## config.mk

```make
export PLATFORM = sky130hd
export DESIGN_NAME = spi_mem_front
export DESIGN_NICKNAME = d
export VERILOG_FILES = /design/src/rtl/spi_fe_pkg.sv /design/src/rtl/spi_pin_sync.sv /design/src/rtl/spi_cmd_ctl.sv /design/src/rtl/spi_so_drv.sv /design/src/rtl/spi_mem_front.sv
export SDC_FILE = /design/constraint.sdc
export NUM_CORES = 1
export LEC_CHECK = 0
export ABC_CLOCK_PERIOD_IN_PS = 2400
export BUFFER_PORTS_ARGS = -buffer_cell sky130_fd_sc_hd__buf_2
export CORE_MARGIN = 4
export CORE_UTILIZATION = 26
export CTS_BUF_LIST = sky130_fd_sc_hd__clkbuf_8
export CTS_CLUSTER_DIAMETER = 30
export DETAILED_ROUTE_END_ITERATION = 6
export SLEW_MARGIN = 20
export SYNTH_ARGS = -nofsm -noshare
export SYNTH_HDL_FRONTEND = slang
export SYNTH_SLANG_ARGS = --single-unit
```

## constraint.sdc

```tcl
create_clock -name clk -period 2.4 [get_ports clk]
set_input_delay 0.48 -clock clk [delete_from_list [all_inputs] [get_ports clk]]
set_output_delay 0.48 -clock clk [all_outputs]
set_load 0.005 [all_outputs]
```

## src/rtl/spi_fe_pkg.sv

```systemverilog
// Package: shared state and instruction types for the serial memory front end.
// Assumes an 8-bit instruction with a 4-bit zero prefix and a don't-care bit 3.
package spi_fe_pkg;

    typedef enum logic [2:0] {
        ST_IDLE,
        ST_OPC,
        ST_ADDR,
        ST_RDAT,
        ST_WDAT,
        ST_SRRD,
        ST_SRWR,
        ST_LOCK
    } fe_state_t;

    typedef enum logic [2:0] {
        OPK_NONE,
        OPK_WSET,
        OPK_WCLR,
        OPK_SRRD,
        OPK_SRWR,
        OPK_ARD,
        OPK_AWR
    } op_kind_t;

    // Classify an instruction byte; bit 3 is never looked at.
    function automatic op_kind_t decode_op(input logic [7:0] b);
        op_kind_t k;
        k = OPK_NONE;
        if (b[7:4] == 4'h0) begin
            case (b[2:0])
                3'b110:  k = OPK_WSET;
                3'b100:  k = OPK_WCLR;
                3'b101:  k = OPK_SRRD;
                3'b001:  k = OPK_SRWR;
                3'b011:  k = OPK_ARD;
                3'b010:  k = OPK_AWR;
                default: k = OPK_NONE;
            endcase
        end
        return k;
    endfunction

endpackage

```

## src/rtl/spi_pin_sync.sv

```systemverilog
// Module: multi-stage synchronizer for asynchronous host pins.
// Assumes each pin is held for longer than STAGES+1 system clocks.
// Each pin has its own reset level so that idle pins do not create false edges.
module spi_pin_sync #(
    parameter int          N       = 4,
    parameter int          STAGES  = 2,
    parameter logic [N-1:0] RST_VAL = '0
) (
    input  logic         clk,
    input  logic         rst_n,
    input  logic [N-1:0] din,
    output logic [N-1:0] dout
);

    for (genvar p = 0; p < N; p++) begin : g_pin
        logic [STAGES-1:0] chain;

        // Shift the raw pin through the synchronizer chain.
        always_ff @(posedge clk) begin
            if (!rst_n) chain <= {STAGES{RST_VAL[p]}};
            else        chain <= {chain[STAGES-2:0], din[p]};
        end

        assign dout[p] = chain[STAGES-1];
    end

endmodule

```

## src/rtl/spi_cmd_ctl.sv

```systemverilog
// Module: instruction decode, address gathering and request generation.
// Assumes synchronized pin levels and one-cycle edge events from the top.
// Edges are ignored while paused; bit position lives in bitcnt.
module spi_cmd_ctl
    import spi_fe_pkg::*;
#(
    parameter int AW     = 14,
    parameter int PAGE_W = 6
) (
    input  logic          clk,
    input  logic          rst_n,
    input  logic          cs_on,
    input  logic          cs_fall,
    input  logic          cs_rise,
    input  logic          sck_lvl,
    input  logic          sck_rise,
    input  logic          si_lvl,
    input  logic          holdn_lvl,
    input  logic          busy,
    output fe_state_t     state,
    output logic [2:0]    bitcnt,
    output logic          hold_act,
    output logic [AW-1:0] mem_addr,
    output logic          mem_rd,
    output logic          mem_wr,
    output logic [7:0]    wr_data,
    output logic          sr_wr,
    output logic          wel_set,
    output logic          wel_clr,
    output logic          txn_end
);

    localparam int HI_W = AW - 8;
    localparam logic [AW-1:0]     ONE_A = {{(AW-1){1'b0}}, 1'b1};
    localparam logic [PAGE_W-1:0] ONE_P = {{(PAGE_W-1){1'b0}}, 1'b1};

    logic [6:0]    shreg;
    logic [AW-1:0] addr_q;
    logic          addr_ph;
    logic          is_wr;
    logic [7:0]    byte_in;
    logic          byte_end;
    logic          shift_ok;
    op_kind_t      kind;
    logic [AW-1:0] addr_full;
    logic [AW-1:0] rd_next;
    logic [AW-1:0] pg_next;

    // Derive the byte being completed, its classification and next addresses.
    always_comb begin
        byte_in   = {shreg, si_lvl};
        byte_end  = (bitcnt == 3'd7);
        kind      = decode_op(byte_in);
        if (busy && kind != OPK_SRRD) kind = OPK_NONE;
        addr_full = {addr_q[AW-1:8], byte_in};
        rd_next   = addr_q + ONE_A;
        pg_next   = {addr_q[AW-1:PAGE_W], addr_q[PAGE_W-1:0] + ONE_P};
        shift_ok  = cs_on && sck_rise && !hold_act && !cs_fall &&
                    (state != ST_IDLE) && (state != ST_LOCK);
    end

    // Pause flag: follows hold_n only while the serial clock is low.
    always_ff @(posedge clk) begin
        if (!rst_n)        hold_act <= 1'b0;
        else if (!cs_on)   hold_act <= 1'b0;
        else if (!sck_lvl) hold_act <= ~holdn_lvl;
    end

    // Main sequencer: shift, count bits and act on each completed byte.
    always_ff @(posedge clk) begin
        if (!rst_n) begin
            state    <= ST_IDLE;
            bitcnt   <= 3'd0;
            shreg    <= 7'd0;
            addr_q   <= '0;
            addr_ph  <= 1'b0;
            is_wr    <= 1'b0;
            mem_addr <= '0;
            mem_rd   <= 1'b0;
            mem_wr   <= 1'b0;
            wr_data  <= 8'd0;
            sr_wr    <= 1'b0;
            wel_set  <= 1'b0;
            wel_clr  <= 1'b0;
            txn_end  <= 1'b0;
        end else begin
            mem_rd  <= 1'b0;
            mem_wr  <= 1'b0;
            sr_wr   <= 1'b0;
            wel_set <= 1'b0;
            wel_clr <= 1'b0;
            txn_end <= cs_rise;
            if (cs_fall) begin
                state   <= ST_OPC;
                bitcnt  <= 3'd0;
                addr_ph <= 1'b0;
            end else if (!cs_on) begin
                state <= ST_IDLE;
            end else if (shift_ok) begin
                shreg  <= byte_in[6:0];
                bitcnt <= bitcnt + 3'd1;
                if (byte_end) begin
                    case (state)
                        ST_OPC: begin
                            case (kind)
                                OPK_WSET: begin wel_set <= 1'b1; state <= ST_LOCK; end
                                OPK_WCLR: begin wel_clr <= 1'b1; state <= ST_LOCK; end
                                OPK_SRRD: state <= ST_SRRD;
                                OPK_SRWR: state <= ST_SRWR;
                                OPK_ARD:  begin is_wr <= 1'b0; state <= ST_ADDR; end
                                OPK_AWR:  begin is_wr <= 1'b1; state <= ST_ADDR; end
                                default:  state <= ST_LOCK;
                            endcase
                        end
                        ST_ADDR: begin
                            if (!addr_ph) begin
                                addr_q[AW-1:8] <= byte_in[HI_W-1:0];
                                addr_ph        <= 1'b1;
                            end else begin
                                addr_q   <= addr_full;
                                mem_addr <= addr_full;
                                if (is_wr) begin
                                    state <= ST_WDAT;
                                end else begin
                                    state  <= ST_RDAT;
                                    mem_rd <= 1'b1;
                                end
                            end
                        end
                        ST_RDAT: begin
                            addr_q   <= rd_next;
                            mem_addr <= rd_next;
                            mem_rd   <= 1'b1;
                        end
                        ST_WDAT: begin
                            mem_wr   <= 1'b1;
                            wr_data  <= byte_in;
                            mem_addr <= addr_q;
                            addr_q   <= pg_next;
                        end
                        ST_SRWR: begin
                            sr_wr   <= 1'b1;
                            wr_data <= byte_in;
                            state   <= ST_LOCK;
                        end
                        default: ;
                    endcase
                end
            end
        end
    end

endmodule

```

## src/rtl/spi_so_drv.sv

```systemverilog
// Module: serial output shifter.
// Assumes the byte source is valid by the first falling edge after a byte
// boundary (bitcnt == 0). It loads there and then walks the byte MSB first.
module spi_so_drv (
    input  logic       clk,
    input  logic       rst_n,
    input  logic       cs_on,
    input  logic       tx_active,
    input  logic       fall_evt,
    input  logic       hold_act,
    input  logic [2:0] bitcnt,
    input  logic [7:0] din,
    output logic       so,
    output logic       so_en
);

    logic [7:0] cur;
    logic       so_q;
    logic       drv;

    // Update the output bit on unpaused falling edges of an active transmit.
    always_ff @(posedge clk) begin
        if (!rst_n) begin
            cur  <= 8'd0;
            so_q <= 1'b0;
            drv  <= 1'b0;
        end else if (!cs_on || !tx_active) begin
            drv <= 1'b0;
        end else if (fall_evt && !hold_act) begin
            drv <= 1'b1;
            if (bitcnt == 3'd0) begin
                cur  <= din;
                so_q <= din[7];
            end else begin
                so_q <= cur[~bitcnt];
            end
        end
    end

    assign so    = so_q;
    assign so_en = drv & ~hold_act & cs_on;

endmodule

```

## src/rtl/spi_mem_front.sv

```systemverilog
// Module: top of the serial memory command front end.
// Assumes clk is at least 8x the serial clock rate, so that each serial clock
// phase spans four or more system clocks after synchronization.
module spi_mem_front
    import spi_fe_pkg::*;
#(
    parameter bit BIG_ARRAY   = 1'b0,
    parameter int PAGE_W      = 6,
    parameter int SYNC_STAGES = 2,
    localparam int AW         = BIG_ARRAY ? 15 : 14
) (
    input  logic          clk,
    input  logic          rst_n,
    input  logic          sck,
    input  logic          cs_n,
    input  logic          si,
    input  logic          hold_n,
    output logic          so,
    output logic          so_en,
    input  logic          busy,
    input  logic [7:0]    sr_rdata,
    input  logic [7:0]    mem_rdata,
    output logic [AW-1:0] mem_addr,
    output logic          mem_rd,
    output logic          mem_wr,
    output logic [7:0]    wr_data,
    output logic          sr_wr,
    output logic          wel_set,
    output logic          wel_clr,
    output logic          txn_end
);

    logic [3:0] pin_s;
    logic       sck_s, csn_s, si_s, holdn_s;
    logic       sck_d, csn_d;
    logic       sck_rise, sck_fall, cs_fall, cs_rise;
    fe_state_t  state;
    logic [2:0] bitcnt;
    logic       hold_act;
    logic       tx_active;
    logic [7:0] tx_src;

    spi_pin_sync #(
        .N       (4),
        .STAGES  (SYNC_STAGES),
        .RST_VAL (4'b1010)
    ) u_sync (
        .clk   (clk),
        .rst_n (rst_n),
        .din   ({hold_n, si, cs_n, sck}),
        .dout  (pin_s)
    );

    assign sck_s   = pin_s[0];
    assign csn_s   = pin_s[1];
    assign si_s    = pin_s[2];
    assign holdn_s = pin_s[3];

    // Delay the clock and select levels by one cycle for edge detection.
    always_ff @(posedge clk) begin
        if (!rst_n) begin
            sck_d <= 1'b0;
            csn_d <= 1'b1;
        end else begin
            sck_d <= sck_s;
            csn_d <= csn_s;
        end
    end

    assign sck_rise = sck_s & ~sck_d;
    assign sck_fall = ~sck_s & sck_d;
    assign cs_fall  = ~csn_s & csn_d;
    assign cs_rise  = csn_s & ~csn_d;

    spi_cmd_ctl #(
        .AW     (AW),
        .PAGE_W (PAGE_W)
    ) u_ctl (
        .clk       (clk),
        .rst_n     (rst_n),
        .cs_on     (~csn_s),
        .cs_fall   (cs_fall),
        .cs_rise   (cs_rise),
        .sck_lvl   (sck_s),
        .sck_rise  (sck_rise),
        .si_lvl    (si_s),
        .holdn_lvl (holdn_s),
        .busy      (busy),
        .state     (state),
        .bitcnt    (bitcnt),
        .hold_act  (hold_act),
        .mem_addr  (mem_addr),
        .mem_rd    (mem_rd),
        .mem_wr    (mem_wr),
        .wr_data   (wr_data),
        .sr_wr     (sr_wr),
        .wel_set   (wel_set),
        .wel_clr   (wel_clr),
        .txn_end   (txn_end)
    );

    // Pick the byte source for whichever transmit state is active.
    always_comb begin
        tx_active = (state == ST_RDAT) || (state == ST_SRRD);
        tx_src    = (state == ST_SRRD) ? sr_rdata : mem_rdata;
    end

    spi_so_drv u_so (
        .clk       (clk),
        .rst_n     (rst_n),
        .cs_on     (~csn_s),
        .tx_active (tx_active),
        .fall_evt  (sck_fall),
        .hold_act  (hold_act),
        .bitcnt    (bitcnt),
        .din       (tx_src),
        .so        (so),
        .so_en     (so_en)
    );

endmodule

```

==> qor.yml <==
global_route:
  track_usage_pct: 12.4
  first_global_vias: 3269
  grt_max_degree: 68
  grt_overflow: 0
  antenna_found_initial: 0
  grt_pass1_wl_um: 16700
die:
  placementRows: 44
  die_w_um: 131
  io_pins: 53
  initial_core_util_pct: 26.8
  fp.dieH_um: 131
  coreArea_um2: 14600
  die_area_um2: 17100
placed_design:
  port_buffers: 52
  dp_hpwl_um: 7490
  globalplace.congestion: 0.886
  place_area_um2: 4390
final_layout:
  layout_common_cells: "dfxtp_1 (78), buf_2 (52), o21ai_0 (37), nand2_1 (34), nor2_1 (27)"
  fin_area_um2: 4620
  syn2layout_area_growth_pct: 17.4
  seq_area_um2: 1560
  final_common_cell: "dfxtp_1"
  drive_gt1_share_pct: 19.8
  layout.nets: 523
  fillers: 1544
  antenna_cells: 0
  multi_input_area_um2: 2170
critical_path:
  worstSetupEndpointType: "register"
  worstReg2RegEnd: "u_ctl.wr_data[3]$_SDFFE_PN0P_"
  arrival_ps: 2340
  r2r-start: "u_ctl.bitcnt[1]$_SDFFE_PP0P_"
  critPathRequiredTime_ps: 2640
  crit_path_start_kind: "register"
  rr_worst_depth: 7
  r2r_slack_ps: 300
  criticalPathCategory: "reg2reg"
  crit_fanout: 8
timing:
  finalMaxSlewViolations: 0
  rsz0062_at_grt: "no"
  min_period_over_period_pct: 87.3
  relSlewSlack_pct: 59.1
  hold_viol: 0
  finalCriticalPeriod_ps: 2100
  setup_viol: 0
  fmax_mhz: 477
  timing.hold.ws_ps: 310
  worstMarginPinSlew_ps: 613
  setup-tns-final_ps: 0
  skew_ps: 10.4
yosys:
  synth_area_um2: 3930
  syn_avg_cell_area_um2: 8.83
  synth_xor_area_share_pct: 2.23
  synth-simple-area-share_pct: 24.9
  synth_nets: 472
  synth_mux_area_share_pct: 7.51
  synthDistinctLibCells: 63
  synth_ff_type: "dfxtp_1"
  synthCells: 445
  synth_edf_count: 0
  ys_ff_latch: 78
  synth_top_area_share_pct: 39.7
  yosys-top-cells-area: "dfxtp_1 (40%), mux2i_1 (6.4%), o21ai_0 (4.7%), a21oi_1 (3.3%), o211a_1 (3.3%)"
  ys_warn_count: 0
  postSynth.asyncResetShare_pct: 0
  synth_compound_area_share_pct: 19.1
  synth-seq-area-share_pct: 39.7
  synth_top_family_by_area: "simple AND/OR/NAND/NOR gates"
  synth_top_cell_by_area: "dfxtp_1"
  synth_fa_ha_area_share_pct: 1.27
cts:
  clkLatencyLatePin_ps: 360
  root_buffer: "clkbuf_8"
  numCtsBuffers: 9
  htree_levels: 3
  clk_pin_slew_worst_paths_ps: 80
  cts.sinks: 78
  cts_buffer_depth: 2
  cts_setup_buffers: 0
  cts_tree: "yes"
hold_path:
  worstHoldStart: "cs_n"
  min_path_type: "in2reg"
  whs_path_depth: 2
  holdPathEnd: "u_sync.g_pin[1].chain[0]$_SDFF_PN1_"
drt:
  detail_route.first_pass.iterations: 4
  routed_via_density: 4.94
  drt-initial-drc-count: 230
  drcViolationCount: 0
  antenna_left: 0
  routedWlPerCell_um: 14.9
  vias: 3376
  drt-total-wl_um: 10200
power:
  clkPwrFrac_pct: 44.4
  pwr_density_cell_nw_per_um2: 538
  power.switching_w: 0.000515
  swShare_pct: 20.7
  peakVddDrop_v: 0.000276
  pwr-share-comb_pct: 2.8
  power_frac_seq_pct: 52.8
  internal-power_w: 0.00197
  power.leakage_nw: 2.02
run:
  cap_violations: 0
outcome:
  status: "finished clean"
## what timing repair did
item | CTS | global route
hold buffers | 0 | 0
gates resized for setup | 0 | 1
setup endpoints to repair | 0 | 3
## Yosys cell counts, drive strengths merged (11+ instances only)
master,count
dfxtp,78
o21ai,39
nand2,35
nor2,27
a21oi,26
mux2i,25
buf,20
nor2b,18
and2,15
nand3,13
o211a,13
nand2b,11
## critical path, cell delays in order, from the launching register on
cell and delay (ps):
dfxtp_1 410, ha_1 180, ha_1 170, nor4b_4 230, nand2_2 120, or4_4 600
mux2i_1 210, nor2b_1 70
## layout make-up
type	instances	share of cell area, %
inverter	10	0.813
clock buffer	11	3.28
timing repair buffer	70	8.57
sequential	78	33.8
clock inverter	4	1.55
multi-input combinational	327	47.0
tap	184	4.99
## power by group through the flow
stage | clock, W | sequential (W) | combinational, W
after floorplan | 0 | 0.00134 | 0.0000431
after global placement | 0 | 0.00134 | 0.0000689
after detailed placement | 0 | 0.00134 | 0.0000706
after CTS | 0.00113 | 0.00131 | 0.0000708
after global routing | 0.00119 | 0.00131 | 0.0000779
final | 0.00110 | 0.00131 | 0.0000698
## metrics by stage
| step | total power (W) | setup WS [ps] | util [%] | cells |
|---|---|---|---|---|
| finish | 0.00248 | 305 | 31.5 | 684 |
| global route | 0.00258 | 101 | 31.5 | 684 |
| CTS | 0.00251 | 240 | 31.5 | 684 |
| detailed placement | 0.00141 | 254 | 30.0 | 669 |
| global placement | 0.00141 | 360 | 30.0 | 669 |
| floorplan | 0.00138 | 439 | - | 445 |
## routing by layer
layer  vias to the layer above  GRT usage [%]  routed length (µm)
li1                       1688              -                   -
met1                      1573           16.7                4790
met2                        96           19.0                4590
met3                        19           3.41                 591
met4                         0           4.48                 221
met5                         -              0                   0
## cell families (layout without fill, tap and decap cells)
family | after synthesis | in the layout
and+or+nand+nor | 169 | 169
xor gates and xnor gates | 10 | 10
AOI/OAI and AO/OA | 117 | 117
adders and majority gates | 4 | 4
muxes | 27 | 27
DFF | 78 | 78
buffers and inverters | 40 | 95
## worst max path at each step
| stage | startpoint | to | depth (start not counted) |
|---|---|---|---|
| 3_3_place_gp | u_ctl.bitcnt[1]$_SDFFE_PP0P_ | u_ctl.mem_addr[6]$_SDFFE_PN0P_ | 7 |
| 6_report | u_ctl.bitcnt[1]$_SDFFE_PP0P_ | u_ctl.wr_data[3]$_SDFFE_PN0P_ | 7 |
| 4_1_cts | u_ctl.bitcnt[1]$_SDFFE_PP0P_ | u_ctl.addr_q[3]$_SDFFE_PN0P_ | 7 |
| 5_1_grt | u_ctl.bitcnt[1]$_SDFFE_PP0P_ | u_ctl.wr_data[3]$_SDFFE_PN0P_ | 7 |
| 2_1_floorplan | u_ctl.bitcnt[0]$_SDFFE_PP0P_ | u_ctl.wr_data[0]$_SDFFE_PN0P_ | 8 |
| 3_5_place_dp | u_ctl.bitcnt[1]$_SDFFE_PP0P_ | u_ctl.addr_q[2]$_SDFFE_PN0P_ | 7 |
## sequential cells by signal (all words and copies together) (netlist names)
name / cells
u_ctl.mem_rd: 1
u_ctl.wel_set: 1
u_ctl.wel_clr: 1
u_so.so: 1
u_ctl.mem_wr: 1
u_ctl.hold_act: 1
u_ctl.is_wr: 1
u_ctl.bitcnt: 3
u_ctl.shreg: 7
u_ctl.addr_ph: 1
csn_d: 1
u_ctl.wr_data: 8
u_sync.g_pin.chain: 8
u_ctl.mem_addr: 14
sck_d: 1
u_so.cur: 8
u_so.drv: 1
u_ctl.state: 3
u_ctl.addr_q: 14
u_ctl.sr_wr: 1
u_ctl.txn_end: 1
Power figures use the tool's default switching activity.
